**src/rtl/lli_pkg.sv**
```systemverilog
package lli_pkg;
  typedef enum logic [1:0] {ST_IDLE, ST_FETCH, ST_RUN} ld_state_t;

  localparam logic [2:0] SEL_LINK  = 3'd0;
  localparam logic [2:0] SEL_COUNT = 3'd1;
  localparam logic [2:0] SEL_SRC   = 3'd2;
  localparam logic [2:0] SEL_DST   = 3'd3;
  localparam logic [2:0] SEL_CFG   = 3'd4;

  // word slots inside a descriptor
  localparam int W_LINK  = 0;
  localparam int W_COUNT = 4;
  localparam int W_SRC   = 5;
  localparam int W_DST   = 6;
  localparam int W_CFG   = 7;

  typedef struct packed {
    logic src_inc;
    logic dst_inc;
    logic node_ev;
    logic en;
  } node_cfg_t;

  function automatic node_cfg_t unpack_cfg(input logic [31:0] w);
    node_cfg_t c;
    c.src_inc = w[31];
    c.dst_inc = w[30];
    c.node_ev = w[1];
    c.en      = w[0];
    return c;
  endfunction

  function automatic logic [31:0] desc_base(input logic [31:0] link);
    return {link[31:5], 5'b0};
  endfunction

  function automatic logic [31:0] word_addr(input logic [31:0] base, input int idx);
    return base + 32'(idx) * 32'd4;
  endfunction

  function automatic logic [31:0] clamp_count(input logic [31:0] raw, input logic [31:0] maxv);
    return (raw > maxv) ? maxv : raw;
  endfunction
endpackage

```
**src/rtl/lli_regs.sv**
```systemverilog
module lli_regs import lli_pkg::*; #(
  parameter int CNT_W      = 16,
  parameter int CNT_MAX    = 32'h1FFC,
  parameter int DESC_WORDS = 8,
  localparam int IDX_W     = $clog2(DESC_WORDS)
) (
  input  logic             clk,
  input  logic             rst_n,
  input  logic             prog_we,
  input  logic [2:0]       prog_sel,
  input  logic [31:0]      prog_wdata,
  input  logic             busy,
  input  logic             cap_we,
  input  logic [IDX_W-1:0] cap_idx,
  input  logic [31:0]      cap_data,
  output logic [31:0]      link,
  output logic [CNT_W-1:0] count,
  output logic [31:0]      src,
  output logic [31:0]      dst,
  output node_cfg_t        cfg
);
  always_ff @(posedge clk) begin
    if (!rst_n) begin
      link  <= '0;
      count <= '0;
      src   <= '0;
      dst   <= '0;
      cfg   <= '0;
    end else if (cap_we) begin
      if (cap_idx == IDX_W'(W_LINK))  link  <= cap_data;
      if (cap_idx == IDX_W'(W_COUNT)) count <= CNT_W'(clamp_count(cap_data, 32'(CNT_MAX)));
      if (cap_idx == IDX_W'(W_SRC))   src   <= cap_data;
      if (cap_idx == IDX_W'(W_DST))   dst   <= cap_data;
      if (cap_idx == IDX_W'(W_CFG))   cfg   <= unpack_cfg(cap_data);
    end else if (prog_we) begin
      if (!busy) begin
        case (prog_sel)
          SEL_LINK:  link  <= prog_wdata;
          SEL_COUNT: count <= CNT_W'(clamp_count(prog_wdata, 32'(CNT_MAX)));
          SEL_SRC:   src   <= prog_wdata;
          SEL_DST:   dst   <= prog_wdata;
          SEL_CFG:   cfg   <= unpack_cfg(prog_wdata);
          default: ;
        endcase
      end else if (prog_sel == SEL_CFG) begin
        cfg.en <= prog_wdata[0];
      end
    end
  end

  AST_CAPTURE_IDLE_FREE: assert property (@(posedge clk) disable iff (!rst_n)
    (!busy && prog_we && prog_sel == SEL_COUNT && !cap_we) |=> (32'(count) <= 32'(CNT_MAX))) else $error("count above limit");
endmodule

```
**src/rtl/lli_fetch.sv**
```systemverilog
module lli_fetch import lli_pkg::*; #(
  parameter int DESC_WORDS = 8,
  localparam int IDX_W     = $clog2(DESC_WORDS)
) (
  input  logic             clk,
  input  logic             rst_n,
  input  logic             kick,
  input  logic [31:0]      kick_base,
  output logic             mrd_req,
  output logic [31:0]      mrd_addr,
  input  logic             mrd_ack,
  input  logic [31:0]      mrd_data,
  input  logic             mrd_err,
  output logic             cap_we,
  output logic [IDX_W-1:0] cap_idx,
  output logic [31:0]      cap_data,
  output logic             fetch_last,
  output logic             fetch_err
);
  logic             active;
  logic [IDX_W-1:0] idx;
  logic [31:0]      base;

  assign mrd_req    = active;
  assign mrd_addr   = word_addr(base, int'(idx));
  assign cap_we     = active && mrd_ack && !mrd_err;
  assign cap_idx    = idx;
  assign cap_data   = mrd_data;
  assign fetch_last = cap_we && (idx == IDX_W'(DESC_WORDS - 1));
  assign fetch_err  = active && mrd_ack && mrd_err;

  always_ff @(posedge clk) begin
    if (!rst_n) begin
      active <= 1'b0;
      idx    <= '0;
      base   <= '0;
    end else if (kick) begin
      active <= 1'b1;
      idx    <= '0;
      base   <= kick_base;
    end else if (fetch_err || fetch_last) begin
      active <= 1'b0;
    end else if (cap_we) begin
      idx <= idx + 1'b1;
    end
  end

  AST_FETCH_ASCEND: assert property (@(posedge clk) disable iff (!rst_n)
    (cap_we && !fetch_last) |=> (mrd_req && mrd_addr == $past(mrd_addr) + 32'd4)) else $error("fetch order");
  AST_NO_KICK_MIDFETCH: assert property (@(posedge clk) disable iff (!rst_n)
    kick |-> !mrd_req) else $error("kick while fetching");
endmodule

```
**src/rtl/lli_ctrl.sv**
```systemverilog
module lli_ctrl import lli_pkg::*; (
  input  logic        clk,
  input  logic        rst_n,
  input  logic        start_req,
  input  logic [31:0] link,
  input  node_cfg_t   cfg,
  input  logic        fetch_last,
  input  logic        fetch_err,
  input  logic        mv_done,
  output logic        busy,
  output logic        mv_start,
  output logic        mv_run,
  output logic        kick,
  output logic [31:0] kick_base,
  output logic [31:0] cur_link,
  output logic        ev_node,
  output logic        ev_final,
  output logic        ev_err
);
  ld_state_t state;
  logic      launched;
  logic      node_done;

  assign busy      = (state != ST_IDLE);
  assign mv_run    = (state == ST_RUN) && cfg.en;
  assign mv_start  = mv_run && !launched;
  assign node_done = mv_run && launched && mv_done;
  assign kick      = node_done && link[1];
  assign kick_base = desc_base(link);

  always_ff @(posedge clk) begin
    if (!rst_n) begin
      state    <= ST_IDLE;
      launched <= 1'b0;
      cur_link <= '0;
      ev_node  <= 1'b0;
      ev_final <= 1'b0;
      ev_err   <= 1'b0;
    end else begin
      ev_node  <= 1'b0;
      ev_final <= 1'b0;
      ev_err   <= 1'b0;
      case (state)
        ST_IDLE: if (start_req) begin
          state    <= ST_RUN;
          launched <= 1'b0;
          cur_link <= '0;
        end
        ST_FETCH: begin
          if (fetch_err) begin
            state  <= ST_IDLE;
            ev_err <= 1'b1;
          end else if (fetch_last) begin
            state    <= ST_RUN;
            launched <= 1'b0;
          end
        end
        ST_RUN: begin
          if (mv_start) launched <= 1'b1;
          if (node_done) begin
            ev_node <= cfg.node_ev;
            if (kick) begin
              state    <= ST_FETCH;
              cur_link <= kick_base;
            end else begin
              state    <= ST_IDLE;
              ev_final <= 1'b1;
            end
          end
        end
        default: state <= ST_IDLE;
      endcase
    end
  end

  AST_START_PULSE: assert property (@(posedge clk) disable iff (!rst_n)
    mv_start |=> !mv_start) else $error("double launch");
  AST_FINAL_IDLE: assert property (@(posedge clk) disable iff (!rst_n)
    ev_final |-> !busy) else $error("final while busy");
  AST_ERR_ABORT: assert property (@(posedge clk) disable iff (!rst_n)
    ev_err |-> (!busy && !ev_final)) else $error("error did not abort");
  AST_PAUSE_FREEZE: assert property (@(posedge clk) disable iff (!rst_n)
    (busy && !cfg.en && !fetch_last && !fetch_err && state != ST_FETCH) |=> (busy && !ev_final && !ev_node)) else $error("paused node moved");
endmodule

```
**src/rtl/lli_chain_loader.sv**
```systemverilog
module lli_chain_loader import lli_pkg::*; #(
  parameter int CNT_W      = 16,
  parameter int CNT_MAX    = 32'h1FFC,
  parameter int DESC_WORDS = 8,
  localparam int IDX_W     = $clog2(DESC_WORDS)
) (
  input  logic             clk,
  input  logic             rst_n,
  input  logic             prog_we,
  input  logic [2:0]       prog_sel,
  input  logic [31:0]      prog_wdata,
  output logic             mrd_req,
  output logic [31:0]      mrd_addr,
  input  logic             mrd_ack,
  input  logic [31:0]      mrd_data,
  input  logic             mrd_err,
  output logic             mv_start,
  output logic             mv_run,
  output logic [CNT_W-1:0] mv_count,
  output logic [31:0]      mv_src,
  output logic [31:0]      mv_dst,
  output logic             mv_src_inc,
  output logic             mv_dst_inc,
  input  logic             mv_done,
  output logic [31:0]      cur_link,
  output logic [CNT_W-1:0] remain_cnt,
  output logic             busy,
  output logic             ev_node,
  output logic             ev_final,
  output logic             ev_err
);
  logic             start_req;
  logic             cap_we, fetch_last, fetch_err, kick;
  logic [IDX_W-1:0] cap_idx;
  logic [31:0]      cap_data, kick_base, link;
  logic [CNT_W-1:0] count;
  node_cfg_t        cfg;

  assign start_req = prog_we && (prog_sel == SEL_CFG) && prog_wdata[0];

  lli_regs #(.CNT_W(CNT_W), .CNT_MAX(CNT_MAX), .DESC_WORDS(DESC_WORDS)) u_regs (
    .clk(clk), .rst_n(rst_n), .prog_we(prog_we), .prog_sel(prog_sel), .prog_wdata(prog_wdata),
    .busy(busy), .cap_we(cap_we), .cap_idx(cap_idx), .cap_data(cap_data),
    .link(link), .count(count), .src(mv_src), .dst(mv_dst), .cfg(cfg)
  );

  lli_fetch #(.DESC_WORDS(DESC_WORDS)) u_fetch (
    .clk(clk), .rst_n(rst_n), .kick(kick), .kick_base(kick_base),
    .mrd_req(mrd_req), .mrd_addr(mrd_addr), .mrd_ack(mrd_ack), .mrd_data(mrd_data), .mrd_err(mrd_err),
    .cap_we(cap_we), .cap_idx(cap_idx), .cap_data(cap_data),
    .fetch_last(fetch_last), .fetch_err(fetch_err)
  );

  lli_ctrl u_ctrl (
    .clk(clk), .rst_n(rst_n), .start_req(start_req), .link(link), .cfg(cfg),
    .fetch_last(fetch_last), .fetch_err(fetch_err), .mv_done(mv_done),
    .busy(busy), .mv_start(mv_start), .mv_run(mv_run), .kick(kick), .kick_base(kick_base),
    .cur_link(cur_link), .ev_node(ev_node), .ev_final(ev_final), .ev_err(ev_err)
  );

  assign mv_count   = count;
  assign mv_src_inc = cfg.src_inc;
  assign mv_dst_inc = cfg.dst_inc;
  assign remain_cnt = busy ? count : '0;

  AST_CNT_MAX: assert property (@(posedge clk) disable iff (!rst_n)
    busy |-> (32'(remain_cnt) <= 32'(CNT_MAX))) else $error("remaining count too large");
  AST_FETCH_WINDOW: assert property (@(posedge clk) disable iff (!rst_n)
    mrd_req |-> (mrd_addr[31:5] == cur_link[31:5])) else $error("fetch outside current node");
  AST_FETCH_AFTER_DONE: assert property (@(posedge clk) disable iff (!rst_n)
    $rose(mrd_req) |-> $past(mv_done)) else $error("fetch without completion");
  AST_IDLE_QUIET: assert property (@(posedge clk) disable iff (!rst_n)
    !busy |-> (!mrd_req && !mv_start && !mv_run)) else $error("idle channel active");
endmodule

```
**config.mk**
```make
export PLATFORM = sky130hd
export DESIGN_NAME = lli_chain_loader
export DESIGN_NICKNAME = d
export VERILOG_FILES = /design/src/rtl/lli_pkg.sv /design/src/rtl/lli_regs.sv /design/src/rtl/lli_fetch.sv /design/src/rtl/lli_ctrl.sv /design/src/rtl/lli_chain_loader.sv
export SDC_FILE = /design/constraint.sdc
export NUM_CORES = 1
export LEC_CHECK = 0
export ABC_AREA = 1
export BUFFER_PORTS_ARGS = -buffer_cell sky130_fd_sc_hd__buf_2
export CORE_ASPECT_RATIO = 0.5
export CORE_MARGIN = 8
export CORE_UTILIZATION = 51
export DETAILED_ROUTE_END_ITERATION = 6
export PLACE_DENSITY = 0.8
export SETUP_SLACK_MARGIN = 0.1
export SLEW_MARGIN = 20
export SYNTH_ARGS = -nofsm -noshare
export SYNTH_HDL_FRONTEND = slang
export SYNTH_SLANG_ARGS = --single-unit
export TNS_END_PERCENT = 30
```
**constraint.sdc**
```tcl
create_clock -name clk -period 1.8 [get_ports clk]
set_input_delay 0 -clock clk [delete_from_list [all_inputs] [get_ports clk]]
set_output_delay 0 -clock clk [all_outputs]
set_load 0.03 [all_outputs]
```
==> metrics.md, run 1 <==
| Metric | Value |
|---|---|
| DRT antenna net count | 0 |
| Ratio of total power to cell area | 887 mW/mm^2 |
| Fin nets | 1365 |
| Placer Congestion | 0.927 |
| Number of synthesized register bits | 176 |
| Max-slew violation count | 0 |
| Commonest non-fill, non-tap cell in the layout | buf_2 |
| First-pass GRT wire length | 39.4 mm |
| Status | complete, no violations |
| Maxcap violations | 0 |
| # clock sinks | roughly 180 |
| Skew-Pair Late Insertion Delay | 0.44 ns |
| Avg Inst Size Synth | about 7.4 sq um |
| Die Height | 103 microns |
| Metal-1 WL | about 11 mm |
| Crit path largest cell delay | 0.36 ns |
| Top routing layer in use | met4 |
| Per-cell routed wire length | roughly 18 microns |
| Pre-CTS WS | 0.101 ns |
| Clock root cell | clkbuf_16 |
| Syn-to-layout area delta | 31.7% |
| Fin Setup TNS | 0 ns |
| Sequential fraction of the synthesis area | 0.461 |
| H-tree level count | 4 |
| Layout cells sized above 1 | 0.284 |
| Met3 wire length | 3.17 mm |
| Fmax achieved | 588 MHz |
| Unrepaired setup endpoints after global routing | true |
| Lkg Pwr | roughly 0.0046 uW |
| Final-layout fill cell count | roughly 1200 |
| WHS | 0.0105 ns |
| Final wirelength | 27.1 mm |
| GR Overflow Total | 0 |
| Largest net degree at the start of global routing | 80 |
| Post-synth cell types | 38 |
| I/O Buffers | about 230 |
| # diodes | 0 |
| Hold Path Class | in2reg |
| Power Total | a little under 9000 uW |
| Post-route DRC | 0 |
| Slew margin rel. | 0.498 |
| Worst path required time | approximately 2.1 ns |
| Setup violators final | 0 |
| CP most frequent cell | nand2_1 |
| Top Ports | 242 |
| Cell count after synthesis | 1038 |
| Post-DP Area | roughly 0.009 sq mm |
| Routed length on met2 | approximately 12 mm |
| Die area | 0.0194 sq mm |
| Initial Utilization | 0.526 |
| Measured slew at the worst slew-check pin | 0.754 ns |
| Most frequent cells in the layout | buf_2 (234), nand2_1 (206), dfxtp_1 (175) |
| PnR worst setup slack | 0.100 ns |
| DRT Pass-1 Iters | 7 |
| Finished Cell Area | 0.0101 sq mm |
| Mapped Area | 0.00765 sq mm |
| CTS tree | yes |
| Clk buf depth | 2 |
| Vias in the first global route | 7641 |
| Total GRT Usage | 0.253 |
| Rows | 31 |
| Kind of critical path | reg2reg |
| Tmin final | 1.70 ns |
| Clock transition at path regs | approximately 0.08 ns |
| Final-report hold violation count | 0 |
| Post-DP HPWL | 18.9 mm |
| Via count | 8133 |
| Vias per cell | 5.43 |
| Core Footprint | 0.0145 sq mm |
| Worst Path Max Fanout | 22 |
| Fin crit share | 0.944 |
| Worst setup SP type | flip-flop |
| WP data arrival | 2.02 ns |
| Initial drt markers | approximately 660 |
| CP cell instances | nand2_4 -> nor2_8 -> buf_12 -> inv_8 -> buf_4 -> nand2_1 -> nand2_1 -> o21ai_0 -> nor2_1 |
| Peak VDD IR | 805 uV |
| Synth warn | 0 |
| CP endpoint kind | flip-flop |
| Worst-path cell with the longest stage delay | dfxtp_2 |
| Initial antenna violation count | 0 |
| Chip Width | 189 microns |
| CTS buffer count | 17 |
| Skew final | between 0.015 and 0.02 ns |
## path summary, 6_finish.rpt
check	endpoint	slack [ns]	startpoint	cells past startpoint
worst min-delay path	u_regs.count[12]	0.01	prog_wdata[12]	5
worst max-delay path	u_regs.dst[16]	0.10	u_fetch.mrd_req	9
worst max register to register	u_regs.dst[16]	0.10	u_fetch.mrd_req	9
worst min register to register	u_regs.link[18]	0.45	u_regs.link[18]	2
## cell usage after synthesis
| library cell | count | share of area |
|---|---|---|
| o21ai_2 | 3 | 0.0034 |
| nand2_4 | 2 | 0.0029 |
| conb_1 | 1 | 0.00049 |
| inv_1 | 88 | 0.043 |
| nand2_2 | 6 | 0.0049 |
| buf_2 | 10 | 0.0065 |
| o2111ai_1 | 17 | 0.019 |
| nor2_2 | 7 | 0.0057 |
| nor3_2 | 1 | 0.0013 |
| a31oi_1 | 1 | 0.00082 |
| o211ai_2 | 1 | 0.0016 |
| nor2_4 | 2 | 0.0029 |
| inv_4 | 1 | 0.00082 |
| nor3b_2 | 6 | 0.0098 |
| buf_6 | 16 | 0.024 |
| o21ai_0 | 51 | 0.033 |
| nor2_1 | 170 | 0.083 |
| nand3_4 | 1 | 0.0023 |
| clkinv_2 | 1 | 0.00065 |
| nand2_1 | 207 | 0.10 |
| clkbuf_1 | 28 | 0.014 |
| a21o_1 | 1 | 0.00098 |
| nor2_8 | 1 | 0.0026 |
| nor4_1 | 1 | 0.00082 |
| or2_2 | 1 | 0.00082 |
| nand4_1 | 17 | 0.014 |
| dfxtp_1 | 176 | 0.46 |
| nor3b_1 | 2 | 0.0020 |
| nor3_4 | 1 | 0.0021 |
| buf_4 | 17 | 0.017 |
| and2_1 | 3 | 0.0025 |
| o21ai_1 | 35 | 0.023 |
| inv_2 | 2 | 0.00098 |
| a21oi_1 | 122 | 0.080 |
| nor3_1 | 5 | 0.0033 |
| ha_1 | 5 | 0.0082 |
| o21bai_1 | 1 | 0.00098 |
| nand3_1 | 28 | 0.018 |
## layout make-up
class / count / area, sq um / area share
timing repair buffer: 294 / 1860 / 0.185
sequential: 176 / 3520 / 0.350
clock buffer: 17 / 425 / 0.0422
clock inverter: 15 / 196 / 0.0195
multi-input combinational: 706 / 3460 / 0.343
inverter: 92 / 362 / 0.0359
tap: 198 / 248 / 0.0246
## cells by family (layout without fill, tap and decap cells)
| kind of cell | count (synthesis) | after routing | share of synthesized area |
|---|---|---|---|
| DFF | 176 | 176 | 0.461 |
| and+or+nand+nor | 461 | 462 | 0.261 |
| other | 1 | 7 | 0.000490 |
| adders and majority gates | 5 | 5 | 0.00818 |
| AOI/OAI and AO/OA | 232 | 232 | 0.163 |
| buffers and inverters | 163 | 418 | 0.106 |
## repair_timing
action	4_1_cts	5_1_grt
hold buffers	14	0
setup endpoints to repair	1	144
pin swaps	0	4
endpoints found under the hold margin	11	0
cloned	0	10
setup buffers	0	7
gates resized for setup	1	48
## critical path, delay by kind of cell, from the launching register on
kind            cells  cell delay (ns)
flops               1             0.36
buf+inv             3             0.39
simple gates        5             0.56
compound gates      1             0.26
## per-stage QoR
step / util / std cells
after floorplan: - / 1044
after global placement: 0.614 / 1435
after detailed placement: 0.614 / 1435
after CTS: 0.666 / 1481
after global routing: 0.693 / 1498
final: 0.693 / 1498
## registers in the layout, summed over array words and instances (netlist names), 2 cells and up
| register | flops |
|---|---|
| u_ctrl.cur_link | 27 |
| u_fetch.base | 27 |
| u_ctrl.state | 2 |
| u_regs.count | 16 |
| u_regs.dst | 32 |
| u_fetch.cap_idx | 3 |
| u_regs.link | 28 |
| u_regs.cfg | 4 |
| u_regs.src | 32 |
## power by group
group / switching [uW] / internal (uW) / total [uW]
Clock: 1860 / 2040 / 3900
Combinational: 675 / 324 / 999
Sequential: 57.3 / 3980 / 4030
## routing by layer
layer  vias up  track usage
met5         -            0
met4         0       0.0967
met3        65       0.0817
met2       504        0.414
met1      3725        0.311
li1       3839            -
Power figures use the tool's default switching activity.
==> inputs of run 2 (changes only) <==
--- a/config.mk
+++ b/config.mk
@@ -7,11 +7,11 @@
 export LEC_CHECK = 0
 export ABC_AREA = 1
 export BUFFER_PORTS_ARGS = -buffer_cell sky130_fd_sc_hd__buf_2
-export CORE_ASPECT_RATIO = 0.5
+export CORE_ASPECT_RATIO = 1.75
 export CORE_MARGIN = 8
-export CORE_UTILIZATION = 51
+export CORE_UTILIZATION = 46
 export DETAILED_ROUTE_END_ITERATION = 6
-export PLACE_DENSITY = 0.8
+export PLACE_DENSITY = 0.76
 export SETUP_SLACK_MARGIN = 0.1
 export SLEW_MARGIN = 20
 export SYNTH_ARGS = -nofsm -noshare
==> constraint.sdc (replaced) <==
create_clock -name clk -period 1.4 [get_ports clk]
set_input_delay 0 -clock clk [delete_from_list [all_inputs] [get_ports clk]]
set_output_delay 0 -clock clk [all_outputs]
set_load 0.03 [all_outputs]
==> run 2 against run 1 <==
Net effect: the flow now finishes with violations (negative setup slack); utilization is 2.8 points higher; sequential power is 29% higher; global-route usage is 0.25 points lower; total power is 31% higher; worst hold slack worse by 0.0089 ns; register-to-register slack worse by 0.34 ns; first-iteration DRC count is 18% higher; worst setup slack worse by 0.34 ns; final area is 17% higher; sequential cell count stayed put; highest routed layer unchanged.
==> metrics.md, run 2 (synthesized netlist as in run 1, its figures left out) <==
| Metric | Value |
|---|---|
| RR Endpoint | u_regs.src[0] |
| Crit path largest cell delay | 0.36 ns (about the same) |
| Tmin final | 1.64 ns (-0.0591 ns) |
| Hold Path Stages | 5 (unchanged) |
| Fin crit share | 1.17 (+0.228) |
| DRT Pass-1 Iters | 7 (unchanged) |
| Post-route DRC | 0 (unchanged) |
| CP cell instances | nand2_4 -> nor2_8 -> inv_6 -> nand2_8 -> o211ai_4 -> buf_12 -> buf_12 -> buf_4 -> nand2_1 -> nand2_1 -> nor2_1 |
| Sw frac | 0.269 (-0.0218) |
| Met3 Usage GRT | 0.0585 (-0.0232) |
| Setup violators final | 161 (+161) |
| Gate power share | 0.141 (+0.029) |
| Global route hottest layer | met2 |
| Total GRT Usage | 0.251 (-0.00253) |
| Worst Path Max Fanout | 7 (-68%) |
| Peak VDD IR | 727 uV (-9.6%) |
| FF-to-FF Start | u_fetch.mrd_req |
| Skew final | 0.00780 ns (-0.00975 ns) |
| Max-slew violation count | 0 (unchanged) |
| CTS buffer count | 17 (unchanged) |
| Vias per cell | 5.42 (-0.13%) |
| Worst-path cell with the longest stage delay | dfxtp_4 |
| WHS | 0.00160 ns (-0.00894 ns) |
| Clk buf depth | 2 (unchanged) |
| # clock sinks | 176 (unchanged) |
| Most frequent cells in the layout | buf_2 (227), dfxtp_1 (169), nand2_1 (160) |
| Final-layout fill cell count | 1124 (-6.9%) |
| Per-cell routed wire length | 18.8 microns (+4.2%) |
| Vias in the first global route | 8396 (+9.9%) |
| Die Height | 187 microns (+82%) |
| Placed Cells | 1504 (+4.8%) |
| H-tree level count | 4 (unchanged) |
| CP top delay family | simple AND/OR/NAND/NOR gates |
| Worst Path Buf+Inv | 4 (+1) |
| Maxcap violations | 0 (unchanged) |
| Top Ports | 242 (unchanged) |
| Clk pwr share | 0.417 (-0.020) |
| Hold Path Class | in2reg |
| Start point of the worst hold path | mrd_data[7] |
| Rows | 62 (+100%) |
| Clock transition at path regs | 0.07 ns (about the same) |
| Core Footprint | 0.0164 sq mm (+13%) |
| CTS tree | yes |
| PnR worst setup slack | -0.240 ns (-0.341 ns) |
| Status | finished with violations |
| Placer Congestion | 0.901 (-2.8%) |
| Kind of critical path | reg2reg |
| GR Overflow Total | 0 (unchanged) |
| R2r worst-path depth | 11 (+2) |
| Chip Width | 113 microns (-40%) |
| Hold EP | u_regs.count[7] |
| Fmax achieved | 610 MHz (+3.6%) |
| Switching power | 3150 uW (+21%) |
| Largest net degree at the start of global routing | 80 (unchanged) |
| Finished Layout Cells | 1588 (+6.0%) |
| Top flop regs | u_regs.dst x32, u_regs.src x32, u_regs.link x28 |
| Seq. cell area | 0.00354 sq mm (+0.50%) |
| R2r setup slk | -0.24 ns (-0.34 ns) |
| Via count | 8610 (+5.9%) |
| Worst path required time | 1.77 ns (-0.35 ns) |
| Ratio of total power to cell area | 994 mW/mm^2 (+12%) |
| Fin nets | 1431 (+4.8%) |
| Initial antenna violation count | 0 (unchanged) |
| Lkg Pwr | 0.00525 uW (+13%) |
| WP data arrival | 2.02 ns (about the same) |
| Power Total | 11700 uW (+31%) |
| CP endpoint kind | flip-flop |
| Syn-to-layout area delta | 54.3% |
| Final wirelength | 29.9 mm (+10%) |
| Worst setup SP type | flip-flop |
| # diodes | 0 (unchanged) |
| Sequential power share | 0.442 (-0.009) |
| Violated checks | negative setup slack |
| GRT met2 Usage | 0.443 (+0.0283) |
| Initial Utilization | 0.467 (-0.0586) |
| Initial drt markers | 773 (+18%) |
| Unrepaired setup endpoints after global routing | true |
| Final-report hold violation count | 0 (unchanged) |
| Skew-Pair Late Insertion Delay | 0.43 ns (about the same) |
| Post-DP HPWL | 18.6 mm (-1.7%) |
| Met1 Use GR | 0.255 (-0.0563) |
| Area of the multi-input gates | 0.00417 sq mm (+21%) |
| Clock root cell | clkbuf_16 |
| Layout cells sized above 1 | 0.429 (+0.145) |
| I/O Buffers | 234 (unchanged) |
| Commonest non-fill, non-tap cell in the layout | buf_2 |
| Internal | 8580 uW (+35%) |
| Die area | 0.0212 sq mm (+9.1%) |
| DRT antenna net count | 0 (unchanged) |
| First-pass GRT wire length | 42.3 mm (+7.4%) |
-- run 2: per-layer routing --
metal	share of wire	routed length [microns]
met3	0.072	2160
met1	0.35	10500
met5	0	0
met2	0.51	15200
met4	0.070	2080
-- run 2: worst reg2reg max path, cell delays in order (launching register included) --
cell and delay (ns):
dfxtp_4 0.36, nand2_4 0.07, nor2_8 0.18, inv_6 0.07, nand2_8 0.12, o211ai_4 0.12
buf_12 0.16, buf_12 0.13, buf_4 0.14, nand2_1 0.07, nand2_1 0.06, nor2_1 0.09
-- run 2: what timing repair did --
item,4_1_cts,5_1_grt
resized for setup,139,116
setup endpoints to repair,192,192
hold endpoints to repair,18,0
hold buffers,20,0
pin swaps,52,41
cloned,8,8
setup buffers,11,8
-- run 2: worst max path at each step --
stage	startpoint	endpoint	slack, ns	depth (start not counted)
floorplan	u_fetch.mrd_req	u_regs.src[10]	-0.04	9
global placement	u_fetch.mrd_req	u_regs.src[22]	-0.1	8
detailed placement	u_fetch.mrd_req	u_regs.dst[26]	-0.17	9
CTS	u_fetch.cap_idx[0]	u_regs.src[9]	-0.13	10
global route	u_fetch.mrd_req	u_regs.dst[21]	-0.29	9
finish	u_fetch.mrd_req	u_regs.src[0]	-0.24	11
-- run 2: metrics by stage --
step           setup slack [ns]  instance area, sq um   util  TNS (ns)
2_1_floorplan           -0.0382                  7860      -     -2.07
3_3_place_gp            -0.0969                  9560  0.584     -6.58
3_5_place_dp             -0.170                  9560  0.584     -9.76
4_1_cts                  -0.132                 11200  0.682     -9.10
5_1_grt                  -0.293                 11800  0.721    -28.40
6_report                 -0.240                 11800  0.721    -19.42
-- run 2: layout make-up --
cell class	count	share of cell area
tap	224	0.0237
inverter	92	0.0316
timing repair inverter	2	0.00148
clock inverter	12	0.0135
clock buffer	18	0.0372
sequential	176	0.300
timing repair buffer	358	0.239
multi-input combinational	706	0.354
-- run 2: power by group through the flow --
stage	Sequential, uW	Clock (uW)	Combinational (uW)
2_1_floorplan	5430	0	615
3_3_place_gp	5290	0	1200
3_5_place_dp	5290	0	1220
4_1_cts	5180	4900	1430
5_1_grt	5200	5120	1740
6_report	5190	4890	1650
